`src/rtl/csel_pkg.sv`:
```
package csel_pkg;

  localparam int REG_W = 32;
  localparam int AHI_W = 24;
  localparam int FC_W  = 4;
  localparam int WS_W  = 2;

  typedef struct packed {
    logic [AHI_W-1:0] addr;
    logic [FC_W-1:0]  fc;
    logic             wprot;
    logic             fast;
    logic             spare;
    logic             valid;
  } base_t;

  typedef struct packed {
    logic [AHI_W-1:0] addr_dc;
    logic [FC_W-1:0]  fc_dc;
    logic [WS_W-1:0]  waits;
    logic [1:0]       kind;
  } mask_t;

  typedef enum logic [1:0] {
    ST_IDLE = 2'd0,
    ST_WAIT = 2'd1,
    ST_ACK  = 2'd2,
    ST_EXT  = 2'd3
  } cyc_state_e;

  // Entry hit: address and code agree where not masked, entry live, no protected write.
  function automatic logic entry_hit(input base_t b, input mask_t m,
                                     input logic [REG_W-1:0] addr,
                                     input logic [FC_W-1:0] fc,
                                     input logic rd);
    logic addr_ok, fc_ok;
    addr_ok = ((addr[REG_W-1:REG_W-AHI_W] ^ b.addr) & ~m.addr_dc) == '0;
    fc_ok   = ((fc ^ b.fc) & ~m.fc_dc) == '0;
    return b.valid && addr_ok && fc_ok && !(b.wprot && !rd);
  endfunction

  // Effective wait count after optional fast termination (floor zero).
  function automatic logic [WS_W-1:0] eff_wait(input logic [WS_W-1:0] n,
                                               input logic fast);
    if (!fast)     return n;
    if (n == '0)   return '0;
    return n - 1'b1;
  endfunction

  // Acknowledge generated inside the block only for the two port-size codes.
  function automatic logic ack_inside(input logic [1:0] kind);
    return (kind == 2'b01) || (kind == 2'b10);
  endfunction

endpackage

```
`src/rtl/csel_regs.sv`:
```
module csel_regs
  import csel_pkg::*;
#(
  parameter int N_SEL = 4,
  localparam int IDX_W = $clog2(N_SEL)
) (
  input  logic                   clk,
  input  logic                   rst_n,
  input  logic                   cfg_we,
  input  logic [IDX_W-1:0]       cfg_idx,
  input  logic                   cfg_sel,
  input  logic [REG_W-1:0]       cfg_wdata,
  output base_t [N_SEL-1:0]      base_q,
  output mask_t [N_SEL-1:0]      mask_q
);

  for (genvar g = 0; g < N_SEL; g++) begin : g_ent
    logic wr_here;
    assign wr_here = cfg_we && (cfg_idx == IDX_W'(g));

    always_ff @(posedge clk) begin
      if (!rst_n) begin
        base_q[g] <= '0;
        mask_q[g] <= '0;
      end else if (wr_here) begin
        if (cfg_sel) mask_q[g] <= mask_t'(cfg_wdata);
        else         base_q[g] <= base_t'(cfg_wdata);
      end
    end
  end

endmodule

```
`src/rtl/csel_match.sv`:
```
module csel_match
  import csel_pkg::*;
#(
  parameter int N_SEL = 4
) (
  input  base_t [N_SEL-1:0] base_q,
  input  mask_t [N_SEL-1:0] mask_q,
  input  logic [REG_W-1:0]  cyc_addr,
  input  logic [FC_W-1:0]   cyc_fc,
  input  logic              cyc_rd,
  output logic [N_SEL-1:0]  hit
);

  for (genvar g = 0; g < N_SEL; g++) begin : g_cmp
    assign hit[g] = entry_hit(base_q[g], mask_q[g], cyc_addr, cyc_fc, cyc_rd);
  end

endmodule

```
`src/rtl/csel_prio.sv`:
```
module csel_prio
  import csel_pkg::*;
#(
  parameter int N_SEL = 4,
  localparam int IDX_W = $clog2(N_SEL)
) (
  input  logic             clk,
  input  logic             rst_n,
  input  logic [N_SEL-1:0] hit,
  output logic [N_SEL-1:0] grant,
  output logic [IDX_W-1:0] win_idx,
  output logic             any_hit
);

  always_comb begin
    grant   = '0;
    win_idx = '0;
    any_hit = 1'b0;
    for (int i = 0; i < N_SEL; i++) begin
      if (hit[i] && !any_hit) begin
        grant[i] = 1'b1;
        win_idx  = IDX_W'(i);
        any_hit  = 1'b1;
      end
    end
  end

  AST_GRANT_LOWEST: assert property (@(posedge clk) disable iff (!rst_n)
    (hit & (grant - 1'b1)) == '0);

  AST_GRANT_IN_HIT: assert property (@(posedge clk) disable iff (!rst_n)
    (grant & ~hit) == '0 && ((hit != '0) == (grant != '0)));

endmodule

```
`src/rtl/csel_ctrl.sv`:
```
module csel_ctrl
  import csel_pkg::*;
#(
  parameter int N_SEL = 4
) (
  input  logic             clk,
  input  logic             rst_n,
  input  logic             cyc_start,
  input  logic             cyc_end,
  input  logic [N_SEL-1:0] grant,
  input  logic             any_hit,
  input  logic [WS_W-1:0]  wait_cnt,
  input  logic [1:0]       kind,
  output logic             start_acc,
  output logic [N_SEL-1:0] cs_o,
  output logic [1:0]       size_ack
);

  cyc_state_e       state;
  logic [WS_W-1:0]  cnt;
  logic [N_SEL-1:0] cs_q;
  logic [1:0]       size_q;
  logic             idle;
  logic             wait_done;

  assign idle      = (state == ST_IDLE);
  assign start_acc = cyc_start && idle && any_hit;
  assign wait_done = (state == ST_WAIT) && (cnt == '0);

  always_ff @(posedge clk) begin
    if (!rst_n) begin
      state  <= ST_IDLE;
      cnt    <= '0;
      cs_q   <= '0;
      size_q <= '0;
    end else begin
      unique case (state)
        ST_IDLE: if (start_acc) begin
          cs_q   <= grant;
          size_q <= kind;
          cnt    <= wait_cnt;
          state  <= ack_inside(kind) ? ST_WAIT : ST_EXT;
        end
        ST_WAIT: begin
          if (wait_done) state <= ST_ACK;
          else           cnt   <= cnt - 1'b1;
        end
        ST_ACK: begin
          state <= ST_IDLE;
          cs_q  <= '0;
        end
        ST_EXT: if (cyc_end) begin
          state <= ST_IDLE;
          cs_q  <= '0;
        end
        default: state <= ST_IDLE;
      endcase
    end
  end

  assign cs_o     = cs_q;
  assign size_ack = (state == ST_ACK) ? size_q : 2'b00;

  AST_ACK_PULSE: assert property (@(posedge clk) disable iff (!rst_n)
    (size_ack != 2'b00) |=> (size_ack == 2'b00));

  AST_ACK_WITH_SEL: assert property (@(posedge clk) disable iff (!rst_n)
    (size_ack != 2'b00) |-> (cs_o != '0));

  AST_SEL_DROP: assert property (@(posedge clk) disable iff (!rst_n)
    (size_ack != 2'b00) |=> (cs_o == '0));

  AST_NO_EARLY_ACK: assert property (@(posedge clk) disable iff (!rst_n)
    $rose(|cs_o) |-> (size_ack == 2'b00));

  AST_SEL_HOLD: assert property (@(posedge clk) disable iff (!rst_n)
    ((cs_o != '0) && (size_ack == 2'b00) && !cyc_end) |=> $stable(cs_o));

  AST_ONE_SEL: assert property (@(posedge clk) disable iff (!rst_n)
    $onehot0(cs_o));

endmodule

```
`src/rtl/csel_bank.sv`:
```
module csel_bank
  import csel_pkg::*;
#(
  parameter int N_SEL = 4,
  localparam int IDX_W = $clog2(N_SEL)
) (
  input  logic             clk,
  input  logic             rst_n,
  input  logic             cfg_we,
  input  logic [IDX_W-1:0] cfg_idx,
  input  logic             cfg_sel,
  input  logic [31:0]      cfg_wdata,
  input  logic             cyc_start,
  input  logic [31:0]      cyc_addr,
  input  logic [3:0]       cyc_fc,
  input  logic             cyc_rd,
  input  logic             cyc_end,
  output logic [N_SEL-1:0] cs_o,
  output logic [1:0]       size_ack
);

  base_t [N_SEL-1:0] base_q;
  mask_t [N_SEL-1:0] mask_q;
  logic  [N_SEL-1:0] hit;
  logic  [N_SEL-1:0] grant;
  logic  [IDX_W-1:0] win_idx;
  logic              any_hit;
  logic              start_acc;
  base_t             win_base;
  mask_t             win_mask;
  logic  [WS_W-1:0]  win_wait;

  csel_regs #(.N_SEL(N_SEL)) u_regs (
    .clk(clk), .rst_n(rst_n), .cfg_we(cfg_we), .cfg_idx(cfg_idx),
    .cfg_sel(cfg_sel), .cfg_wdata(cfg_wdata),
    .base_q(base_q), .mask_q(mask_q)
  );

  csel_match #(.N_SEL(N_SEL)) u_match (
    .base_q(base_q), .mask_q(mask_q), .cyc_addr(cyc_addr),
    .cyc_fc(cyc_fc), .cyc_rd(cyc_rd), .hit(hit)
  );

  csel_prio #(.N_SEL(N_SEL)) u_prio (
    .clk(clk), .rst_n(rst_n), .hit(hit), .grant(grant),
    .win_idx(win_idx), .any_hit(any_hit)
  );

  assign win_base = base_q[win_idx];
  assign win_mask = mask_q[win_idx];
  assign win_wait = eff_wait(win_mask.waits, win_base.fast);

  csel_ctrl #(.N_SEL(N_SEL)) u_ctrl (
    .clk(clk), .rst_n(rst_n), .cyc_start(cyc_start), .cyc_end(cyc_end),
    .grant(grant), .any_hit(any_hit), .wait_cnt(win_wait),
    .kind(win_mask.kind), .start_acc(start_acc),
    .cs_o(cs_o), .size_ack(size_ack)
  );

  AST_START_SELECTS: assert property (@(posedge clk) disable iff (!rst_n)
    start_acc |=> (cs_o != '0));

  AST_PROT_WRITE: assert property (@(posedge clk) disable iff (!rst_n)
    (start_acc && !cyc_rd) |-> !win_base.wprot);

endmodule

```
`config.mk`:
```
export PLATFORM = sky130hd
export DESIGN_NAME = csel_bank
export DESIGN_NICKNAME = d
export VERILOG_FILES = /design/src/rtl/csel_pkg.sv /design/src/rtl/csel_regs.sv /design/src/rtl/csel_match.sv /design/src/rtl/csel_prio.sv /design/src/rtl/csel_ctrl.sv /design/src/rtl/csel_bank.sv
export SDC_FILE = /design/constraint.sdc
export NUM_CORES = 1
export LEC_CHECK = 0
export BUFFER_PORTS_ARGS = -buffer_cell sky130_fd_sc_hd__buf_4
export CORE_UTILIZATION = 44
export CTS_CLUSTER_SIZE = 14
export DETAILED_ROUTE_END_ITERATION = 7
export SLEW_MARGIN = 40
export SYNTH_ARGS = -nofsm -noshare
export SYNTH_HDL_FRONTEND = slang
export SYNTH_SLANG_ARGS = --single-unit
```
`constraint.sdc`:
```
create_clock -name clk -period 4.25 [get_ports clk]
set_input_delay 0.6375 -clock clk [delete_from_list [all_inputs] [get_ports clk]]
set_output_delay 0.6375 -clock clk [all_outputs]
set_load 0.1 [all_outputs]
```
# Yosys cells after proc, flatten, opt, wreduce, memory -nomap -nowiden
# Index checks and enable logic that the tools add are counted.
dict set report word_totals {
  regBits 266
}
dict set report classes {
  order_cmp 1
  eq_ne 12
  bitwise 25
  n_reduce_logical 61
  muxes 32
  add_sub_neg 2
}
# cell count
set op_table {}
lappend op_table {{binary-select mux 32 bit (select 2 bit)} 2}
lappend op_table {{AND 24 bit} 4}
lappend op_table {{zero test 24 bit} 4}
lappend op_table {{inverter 24 bit} 4}
lappend op_table {{bitwise XOR 24 bit} 4}
lappend op_table {{logical AND 1 bit} 26}
lappend op_table {{two-way mux 2 bit} 13}
lappend op_table {{AND reduction 2 bit} 9}
lappend op_table {{AND 4 bit} 4}
lappend op_table {{zero test 4 bit} 4}
lappend op_table {{inverter 4 bit} 4}
lappend op_table {{bitwise XOR 4 bit} 4}
lappend op_table {{two-way mux 4 bit} 3}
lappend op_table {{case mux 4 bit (3 select lines)} 1}
lappend op_table {{equality test 2 bit (second input constant)} 5}
lappend op_table {{two-way mux 1 bit} 10}
lappend op_table {{AND reduction 3 bit} 3}
lappend op_table {{zero test 1 bit} 8}
lappend op_table {{zero test 2 bit} 4}
lappend op_table {{case mux 2 bit (4 select lines)} 1}
lappend op_table {{equality test 2 x 1 -> 1 bit (second input constant)} 3}
lappend op_table {{!= test 2 bit (second input constant)} 3}
lappend op_table {{case mux 2 bit (2 select lines)} 1}
lappend op_table {{subtractor 2 x 1 -> 2 bit (second input constant)} 2}
lappend op_table {{7 further kinds} 7}

# Depth between registers and ports, before layout
# Gate-level depths: netlist of run 1.
dict set report logic_depth {
  depth_word 25
  ltp_mapped 11
}

# Hierarchy
# A second synthesis of run 1 with hierarchy kept.
dict set report unflattened {
  hier_cells 1182
  area_unflattened_um2 11628.7
}
# mod area_per_inst_um2 seq_area_each_um2 cells_each instances
set modules_own_cells {}
lappend modules_own_cells {csel_regs 9193.8 5124.9 871 1}
lappend modules_own_cells {csel_match 1706.6 0.0 240 1}
lappend modules_own_cells {csel_ctrl 508.0 200.2 50 1}
lappend modules_own_cells {csel_bank 158.9 0.0 10 1}
lappend modules_own_cells {csel_prio 61.3 0.0 11 1}

# Least setup slack after synthesis of run 1
# OpenSTA, ideal clock, no wires.
dict set report synth_timing {
  path_type {register to output}
  from {register u_ctrl.state[1]}
  to {output port size_ack[0]}
  n_path_buf 0
  path_stages_with_launch 3
  arrival_time_ns 2.750
  slack_ns 0.862
  path_cell_list {dfxtp_1 > inv_1 > nor3b_1}
}
dict set report synth_via {
  elab_chain_len 2
}
# item line_no
set synth_rtl {}
lappend synth_rtl {{start, declared} csel_ctrl.sv:19} ;# cyc_state_e state;
lappend synth_rtl {{start signal, assigned} csel_ctrl.sv:42} ;# state <= ack_inside(kind) ? ST_WAIT : ST_EXT;
lappend synth_rtl {{equality test 2 bit} csel_ctrl.sv:62} ;# assign size_ack = (state == ST_ACK) ? size_q : 2'b00;
lappend synth_rtl {{two-way mux 2 bit} csel_ctrl.sv:62}
lappend synth_rtl {{end, declared} csel_bank.sv:19} ;# output logic [1:0] size_ack
# No other way between the ends.

# Worst setup path in the final report of run 1
dict set report layout_timing {
  from {register u_regs.base_q[19] (netlist name)}
  to {register u_ctrl.cnt[0]}
}
dict set report layout_via {
  elab_chain_len 25
  elab_cells_between_ends 36
  classes_between {add/sub: 1; eq/ne: 1; mux: 19; bitwise: 2; reduce/logical: 13}
}
# item line_no
set layout_rtl {}
lappend layout_rtl {{bitwise XOR 24 bit (*)} csel_pkg.sv:37} ;# addr_ok = ((addr[REG_W-1:REG_W-AHI_W] ^ b.addr) & ~m.addr_dc) == '0;
lappend layout_rtl {{AND 24 bit (*)} csel_pkg.sv:37}
lappend layout_rtl {{zero test 24 bit (*)} csel_pkg.sv:37}
lappend layout_rtl {{logical AND 1 bit (*) (3 in series)} csel_pkg.sv:39} ;# return b.valid && addr_ok && fc_ok && !(b.wprot && !rd);
lappend layout_rtl {{two-way mux 1 bit (*)} csel_prio.sv:20} ;# if (hit[i] && !any_hit) begin
lappend layout_rtl {{zero test 1 bit} csel_prio.sv:20}
lappend layout_rtl {{logical AND 1 bit} csel_prio.sv:20}
lappend layout_rtl {{two-way mux 1 bit} csel_prio.sv:20}
lappend layout_rtl {{[6 not listed]} n/a}
lappend layout_rtl {{binary-select mux 32 bit (select 2 bit)} csel_bank.sv:50} ;# assign win_mask = mask_q[win_idx];
lappend layout_rtl {{two-way mux 4 bit (not written as such)} csel_bank.sv:50}
lappend layout_rtl {{zero test 2 bit} csel_pkg.sv:46} ;# if (n == '0) return '0;
lappend layout_rtl {{two-way mux 1 bit (2 in series)} csel_pkg.sv:46}
lappend layout_rtl {{two-way mux 2 bit} csel_pkg.sv:47} ;# return n - 1'b1;
lappend layout_rtl {{two-way mux 2 bit} csel_pkg.sv:46}
lappend layout_rtl {{two-way mux 2 bit} csel_ctrl.sv:38} ;# ST_IDLE: if (start_acc) begin
lappend layout_rtl {{case mux 2 bit (2 select lines)} csel_ctrl.sv:37} ;# unique case (state)
lappend layout_rtl {{end signal, assigned} csel_ctrl.sv:41} ;# cnt <= wait_cnt;
lappend layout_rtl {{end signal, assigned} csel_ctrl.sv:46} ;# else cnt <= cnt - 1'b1;
lappend layout_rtl {{end, declared} csel_ctrl.sv:20} ;# logic [WS_W-1:0] cnt;
# Mark *: on every way between the ends. The rest lies on a longest branch, timed or not. The select of a mux whose other input is x is not followed.
# A chain may end at the register's enable or synchronous reset.

==> flow_summary.ini, run 1 <==
[placement]
place_ws_ps = 943.2
place_area_mm2 = 0.01210
dp_hpwl_um = 21930
port_buffers = 74
gp_congestion = 0.8124

[routing]
wl_met2_um = 16340
post_drt_wl_per_cell_um = 19.35
dr.pass1.iters = 7
drt-met1-wl_um = 15310
dr_wl_met3_um = 1994
post-route-drc-count = 0
vias_per_cell = 5.377
top_layer = met4
drtIter0Drc = 795
antenna_left = 0
wl_um = 34720
dr_total_vias = 9647

[yosys]
synth_warnings = 0
seq_area_frac_synth_pct = 45.03
synthFlopType = dfxtp_1
synth.largest_area_cell = dfxtp_1
syn_nets = 1531
syn_avg_cell_area_um2 = 8.016
netlist_area_mm2 = 0.01165
yosysUniqueCellTypes = 50
synthCells = 1453
yosys.area.top_type_share_pct = 45.03
synth-edff-count = 0
synthArstFlopShare_pct = 0
ys_top_cells_by_area = dfxtp_1, nand2_1, a21oi_1
ys_seq_elements = 262

[clock_network]
numCtsBuffers = 28
cts_tree = done
insertion_delay_ps = 540
cts_setup_buffers = 0
ctsRootBufferMaster = clkbuf_16
cts_hold_buffers = 0
cts_max_level = 1
cts_resized = 0
clockBufferDepth = 3
clock_sinks = 262
clk_pin_slew_worst_paths_ps = 60

[min_path]
hold_path.class = input pin to register

[timing]
whs_ps = 372.0
worstMarginPinSlew_ps = 769.3
rsz0062_at_grt = no
slew_headroom_pct = 48.57
fin_skew_ps = 8.463
final_max_slew_viol_count = 0
finalCriticalPeriod_ps = 2885
hold_viol = 0
finalCritPeriodShare_pct = 67.88
setup_viol = 0
finalSetupTns_ps = 0
fmax_mhz = 346.6
fin_ws_ps = 1365

[die]
die_w_um = 164.7
die_area_mm2 = 0.02713
initial_core_util_pct = 44.82
num_rows = 59
placeableCoreArea_mm2 = 0.02598
io-pin-count = 83
dieHeight_um = 164.7

[flow_run]
maxCapViolCount = 0

[global_routing]
grt_util_all_layers_pct = 25.74
grt_pass1_wl_um = 52300
antenna_found_initial = 0
grt_max_degree = 167
first_global_vias = 8785
grt.overflow.total = 0

[worst_setup_path]
cp.required_ps = 4640
crit_fanout = 6
critical_path_buf_inv_count = 0
path_cells = xnor2_1 -> o22ai_1 -> nor4_2 -> nand4_1 -> a41oi_2 -> and2_2 -> nor2_1 -> o31ai_1 -> a31oi_1
max_stage_delay_ps = 520
start_kind = register
cp-end-kind = register
arrival_ps = 3280
slowest_stage = nor4_2
path_class = register to register
path_delay_family = simple AND/OR/NAND/NOR gates

[power]
leakagePower_nw = 4.290
max-vdd-ir-drop_mv = 0.2662
power_density_mw_per_mm2 = 420.9

[layout]
synthToLayoutAreaGrowth_pct = 12.08
antenna_cells = 0
nets = 1516
drive_gt1_share_pct = 14.05
fin_area_mm2 = 0.01306

[outcome]
outcome = finished, final reports clean
-- kinds of logic (layout without fill, tap and decap cells) --
logic type	count (synthesis)	count (layout)	share of synthesized area, %
xor gates and xnor gates	113	113	9.851
muxes	2	2	0.1719
adders and majority gates	1	1	0.1074
buffers and inverters	146	152	6.370
and+or+nand+nor	598	598	22.59
AOI/OAI and AO/OA	331	331	15.88
DFF	262	262	45.03
-- cell usage after synthesis, types with 2 or more instances --
cell      count
nand4_1       2
mux2i_1       2
a211oi_1      3
nor4_2        3
buf_6        16
nor3b_1       3
o221ai_1      4
o21ai_1       2
nand3_1       4
nor3_1        8
and4_4        3
inv_1         8
a32oi_1       3
nor4_4       10
xnor2_1      92
dfxtp_1     262
nor2b_1       5
o22ai_2       4
a31oi_1       2
buf_2         4
nand2_1     513
clkbuf_1     78
clkbuf_2     31
nor3_2        3
o22ai_1      48
buf_4         8
nand2b_1      9
nand4_4       2
xnor2_2      21
o211ai_1      2
nor2_1       25
a21oi_1     255
-- power breakdown --
group	leakage, nW	switching (mW)	internal [mW]
Clock	0.482	1.00	1.49
Combinational	1.69	0.304	0.167
Sequential	2.12	0.0294	2.51
Total	4.29	1.33	4.16
-- worst register-to-register path, stage by stage (launching register included) --
cell,delay [ps]
dfxtp_1,320
xnor2_1,180
o22ai_1,160
nor4_2,530
nand4_1,450
a41oi_2,430
and2_2,260
nor2_1,100
o31ai_1,210
a31oi_1,110
-- cells in the final DEF (no fill, tap or decap), types with 10 or more instances in the layout --
cell type / instances
nand2_1: 512
a21oi_1: 255
nor4_4: 10
xnor2_1: 92
o22ai_1: 48
xnor2_2: 21
nor2_1: 19
buf_4: 91
clkbuf_16: 29
clkbuf_8: 11
dfxtp_1: 262
-- layer usage --
layer | vias up | global-route usage (%)
met5 | - | 0
met3 | 69 | 3.214
met1 | 4581 | 34.28
li1 | 4714 | -
met2 | 283 | 42.82
met4 | 0 | 8.882
-- final timing paths --
kind / start / endpoint / slack [ps] / cells past startpoint
worst max-delay path: u_regs.base_q[19] / u_ctrl.cnt[0] / 1360 / 9
worst max register to register: u_regs.base_q[19] / u_ctrl.cnt[0] / 1360 / 9
worst min-delay path: cfg_wdata[1] / u_regs.mask_q[1] / 370 / 3
worst min register to register: u_regs.base_q[2] / u_regs.base_q[2] / 450 / 2
-- registers in the layout, indices dropped and copies added, names as in the netlist --
signal and cells:
u_ctrl.cnt 2, u_ctrl.cs_o 4, u_ctrl.size_q 2, u_ctrl.state 2
u_regs.base_q 124, u_regs.mask_q 128
-- stage by stage --
| step | std cells | utilization (%) | total power [mW] |
|---|---|---|---|
| 3_5_place_dp | 1743 | 46.57 | 3.059 |
| 6_report | 1794 | 50.24 | 5.494 |
| 2_1_floorplan | 1453 | - | 2.909 |
| 3_3_place_gp | 1743 | 46.54 | 3.054 |
| 5_1_grt | 1794 | 50.24 | 5.678 |
| 4_1_cts | 1794 | 50.24 | 5.533 |
-- cell type report --
cell class / count / area, µm²
Sequential cell: 262 / 5245
Multi-Input combinational cell: 1045 / 5688
Tap cell: 335 / 419.2
Fill cell: 2551 / 12930
Clock buffer: 43 / 888.4
Inverter: 9 / 46.29
Clock inverter: 8 / 65.06
Timing Repair Buffer: 92 / 703.2
Note: power is estimated with default switching activity, not from simulation.
==> run 2: changes to the inputs <==
ABC_AREA = 1   (was default)
clock period = 2.38 ns   (was 4.25 ns; I/O delays follow)
==> flow_summary.ini, run 2 <==
[worst_setup_path]
r2r-end = u_ctrl.cnt[0]
r2r.worst_path.cells = 18
r2r_slack_ps = 150
crit_top_cell = nand2_1
r2r_start = u_regs.base_q[62]
start_kind = register
cp-end-kind = register
path_class = register to register
cp.required_ps = 2820
crit_fanout = 5
slowest_stage = dfxtp_1
crit_end = u_ctrl.cnt[0]
setup.worst_path.start = u_regs.base_q[62]
max_stage_delay_ps = 310
arrival_ps = 2670
path_cells = inv_1 -> nand2_1 -> nand3_1 -> nand2_1 -> nor2_1 -> nand2_1 -> nor2_4 -> nand2_2 -> nand2_1 -> o21bai_2 -> buf_4 -> inv_2 -> nand3_1 -> nand2_2 -> nand3_1 -> nand3_1 -> nand2_1 -> inv_1

[yosys]
ys_top_cells_by_area = dfxtp_1, nand2_1, o21ai_0
synthFlopType = dfxtp_1
synth.top_cells.by_count = nand2_1, inv_1, dfxtp_1, o21ai_0, a21oi_1
ys_seq_elements = 262
synth.largest_area_cell = dfxtp_1
yosysUniqueCellTypes = 37
seq_area_frac_synth_pct = 42.88
syn_avg_cell_area_um2 = 6.623
synthArstFlopShare_pct = 0
synth-edff-count = 0
synthCells = 1847
syn_nets = 1925
yosys.area.top_type_share_pct = 42.88
yosysMostFrequentCell = nand2_1
synth_warnings = 0
netlist_area_mm2 = 0.01223

[timing]
finalCritPeriodShare_pct = 93.77
fmax_mhz = 448.1
rsz0062_at_grt = no
fin_skew_ps = 5.954
slew_headroom_pct = 51.16
setup_viol = 0
final_max_slew_viol_count = 0
hold_viol = 0
finalCriticalPeriod_ps = 2232
fin_ws_ps = 148.2
worstMarginPinSlew_ps = 732.5

[layout]
stdcell_count = 2310
layout_commonest_cell = nand2_1
most-common-layout-cells = nand2_1, inv_1, dfxtp_1
synthToLayoutAreaGrowth_pct = 17.83
drive_gt1_share_pct = 12.33
seq_area_mm2 = 0.005245
multiInputGateArea_mm2 = 0.005552
nets = 1996
antenna_cells = 0
regMostFlops = u_regs.mask_q
largest_reg_flops = 128
fillers = 2729

[placement]
dp_hpwl_um = 24470
placed_cells = 2260
gp_congestion = 0.9245
port_buffers = 74
place_ws_ps = 1.311

[die]
io-pin-count = 83
die_area_mm2 = 0.02847
num_rows = 60
initial_core_util_pct = 45.14
dieHeight_um = 168.7
die_w_um = 168.7
placeableCoreArea_mm2 = 0.02710

[global_routing]
met2_usage_pct = 44.18
gr-max-usage-layer = met2
use_met1_pct = 33.60
use_met3_pct = 3.414
grt_util_all_layers_pct = 25.38
grt_max_degree = 79
antenna_found_initial = 0
first_global_vias = 10580
grt_pass1_wl_um = 57100
grt.overflow.total = 0

[routing]
dr.pass1.iters = 5
drtIter0Drc = 1069
vias_per_cell = 5.009
dr_total_vias = 11570
post_drt_wl_per_cell_um = 15.32
post-route-drc-count = 0
wl_um = 35400
antenna_left = 0

[clock_network]
cts_tree = done
clock_sinks = 262
ctsRootBufferMaster = clkbuf_16
clockBufferDepth = 3
cts_setup_buffers = 0
insertion_delay_ps = 540
numCtsBuffers = 28
cts_resized = 0
cts_hold_buffers = 0
clk_pin_slew_worst_paths_ps = 60
cts_max_level = 1

[flow_run]
maxCapViolCount = 0

[power]
leakagePower_nw = 6.034
p_total_mw = 10.32
max-vdd-ir-drop_mv = 0.5829
power_density_mw_per_mm2 = 716.0

[outcome]
outcome = finished, final reports clean

[min_path]
hold_path.class = input pin to register
-- run 2: worst min path at each step --
| stage | startpoint | endpoint | depth (start not counted) |
|---|---|---|---|
| after floorplan | u_regs.mask_q[3] | u_regs.mask_q[3] | 2 |
| after global placement | u_regs.base_q[2] | u_regs.base_q[2] | 2 |
| after detailed placement | u_regs.base_q[2] | u_regs.base_q[2] | 2 |
| after CTS | cfg_wdata[24] | u_regs.mask_q[120] | 3 |
| after global routing | cfg_wdata[21] | u_regs.mask_q[117] | 3 |
| final | cfg_wdata[24] | u_regs.mask_q[120] | 3 |
-- run 2: power breakdown --
group / total (mW) / switching, mW / internal [mW]
registers: 4.59 / 0.0541 / 4.54
logic: 1.11 / 0.744 / 0.367
clock network: 4.62 / 1.77 / 2.85
-- run 2: layout make-up --
type | instances | share of cell area, %
inverters | 311 | 8.099
clock inverters | 7 | 0.7813
flip-flops and latches | 262 | 36.39
clock buffers | 43 | 6.094
multi-input cells | 1196 | 38.52
well taps | 372 | 3.229
repair buffers | 119 | 6.892
-- run 2: kinds of logic after synthesis --
family,count (synthesis),synth area share (%)
simple gates,676,23.39
compound gates,519,21.56
buf+inv,389,12.07
flops,262,42.88
fa+ha+maj,1,0.1023
-- run 2: metrics by stage --
step | hold WS, ps | TNS, ps | utilization (%) | instance area [µm²]
4_1_cts | 86.94 | 0 | 53.13 | 14400
3_3_place_gp | 435.6 | 0 | 49.47 | 13410
6_report | 108.0 | 0 | 53.19 | 14410
3_5_place_dp | 439.7 | 0 | 49.47 | 13410
5_1_grt | 105.2 | 0 | 53.19 | 14410
2_1_floorplan | 423.1 | -1177 | - | 12230
-- run 2: critical path, delay by kind of cell, from the launching register on --
kind                   cells  cell delay (ps)
AND/OR/NAND/NOR           13             1380
buffers and inverters      4              330
AO/OA/AOI/OAI              1              100
flip-flops                 1              310
-- run 2: metal layers --
metal,vias up,part of all wire (%)
met1,5242,45
met2,249,47
li1,6028,-
met3,51,5.6
met5,-,0
met4,0,1.8
==> run 3: changes to the inputs <==
CORE_MARGIN = 3   (was default)
==> flow_summary.ini, run 3 (synthesis results as in run 2) <==
[outcome]
outcome = finished, final reports clean

[routing]
dr_total_vias = 11470
vias_per_cell = 4.974
wl_um = 35710
post-route-drc-count = 0
antenna_left = 0
dr.pass1.iters = 5
post_drt_wl_per_cell_um = 15.49
drtIter0Drc = 874

[worst_setup_path]
path_cells = inv_1 -> nand2_1 -> nand3_1 -> nand2_1 -> nor2_1 -> nand2_1 -> nor2_4 -> nand2_2 -> nand2_1 -> o21bai_2 -> inv_2 -> o211ai_1 -> nand2_1 -> nand2_1 -> nand3_1 -> nand2_1 -> inv_1
arrival_ps = 2690
start_kind = register
crit_top_cell = nand2_1
crit_fanout = 5
cp.required_ps = 2820
max_stage_delay_ps = 310
cp-end-kind = register
slowest_stage = dfxtp_1
setup.worst_path.start = u_regs.base_q[62]
path_class = register to register
r2r_start = u_regs.base_q[62]

[layout]
nets = 1990
most-common-layout-cells = nand2_1, inv_1, dfxtp_1
regMostFlops = u_regs.mask_q
drive_gt1_share_pct = 12.15
largest_reg_flops = 128
layout_commonest_cell = nand2_1
antenna_cells = 0
fin_area_mm2 = 0.01433
synthToLayoutAreaGrowth_pct = 17.15

[placement]
dp_hpwl_um = 24740
port_buffers = 74
place_area_mm2 = 0.01334
gp_congestion = 0.9078

[timing]
hold_viol = 0
rsz0062_at_grt = no
finalSetupTns_ps = 0
slew_headroom_pct = 52.10
finalCritPeriodShare_pct = 94.68
finalCriticalPeriod_ps = 2253
whs_ps = 102.5
final_max_slew_viol_count = 0
fmax_mhz = 443.8
worstMarginPinSlew_ps = 718.5
fin_skew_ps = 7.481
setup_viol = 0

[power]
clock_power_share_pct = 44.3
max-vdd-ir-drop_mv = 0.4740
power_frac_comb_pct = 10.8
p_int_mw = 7.618
p_total_mw = 10.22
power_density_mw_per_mm2 = 713.3
swShare_pct = 25.48
leakagePower_nw = 5.981
pwr-share-seq_pct = 44.9
p_sw_mw = 2.605

[clock_network]
ctsRootBufferMaster = clkbuf_16
insertion_delay_ps = 540
clockBufferDepth = 3
cts_tree = done
clock_sinks = 262
numCtsBuffers = 29
clk_pin_slew_worst_paths_ps = 60
cts_hold_buffers = 0
cts_max_level = 1

[global_routing]
first_global_vias = 10411
met2_usage_pct = 39.67
grt_util_all_layers_pct = 23.11
use_met3_pct = 3.250
antenna_found_initial = 0
gr-max-usage-layer = met2
use_met1_pct = 31.02
grt.overflow.total = 0
grt_max_degree = 68
grt_pass1_wl_um = 56150

[die]
die_w_um = 172.7
num_rows = 60
die_area_mm2 = 0.02984
placeableCoreArea_mm2 = 0.02718
dieHeight_um = 172.7
initial_core_util_pct = 45.01
io-pin-count = 83

[flow_run]
maxCapViolCount = 0

[min_path]
min-delay-start = cfg_wdata[21]
hold_path.class = input pin to register
-- run 3: power by group through the flow --
stage / Combinational [mW] / Sequential [mW] / Clock [mW]
6_report: 1.10 / 4.59 / 4.53
5_1_grt: 1.24 / 4.60 / 4.80
4_1_cts: 1.10 / 4.59 / 4.63
3_5_place_dp: 1.09 / 4.69 / 0
3_3_place_gp: 1.08 / 4.68 / 0
2_1_floorplan: 0.631 / 4.68 / 0
-- run 3: cell type report --
cell class	instances	area [µm²]
fill	2739	12840
multi-input combinational	1196	5554
sequential	262	5245
inverter	311	1170
timing repair buffer	112	919.6
clock buffer	42	864.6
tap	372	465.4
clock inverter	11	112.6
-- run 3: worst max-delay path: cells and delay by family, from the launching register on --
family / cells / cell delay [ps]
flip-flops: 1 / 310
buffers and inverters: 3 / 230
AND/OR/NAND/NOR: 12 / 1300
AO/OA/AOI/OAI: 2 / 310
-- run 3: path summary, 6_finish.rpt --
check	end	slack, ps	cells past startpoint
setup / recovery	u_ctrl.state[1]	130	17
hold / removal	u_regs.mask_q[117]	100	3
setup reg to reg	u_ctrl.state[1]	130	17
hold reg to reg	u_regs.mask_q[3]	450	2
-- run 3: repair_timing --
action                                  4_1_cts  5_1_grt
endpoints found under the setup margin        0        8
resized for setup                             0        5
setup buffers                                 0        0
-- run 3: metal layers --
metal,share of wire (%),wire length (µm)
met5,0,0
met4,2.2,775
met3,4.6,1647
met2,47,16760
met1,46,16530
-- run 3: stage by stage --
step	utilization (%)	worst slack (ps)	instances
2_1_floorplan	-	-588.5	1847
3_3_place_gp	49.07	-12.43	2253
3_5_place_dp	49.07	-28.56	2253
4_1_cts	52.67	123.7	2306
5_1_grt	52.73	15.23	2306
6_report	52.73	126.5	2306
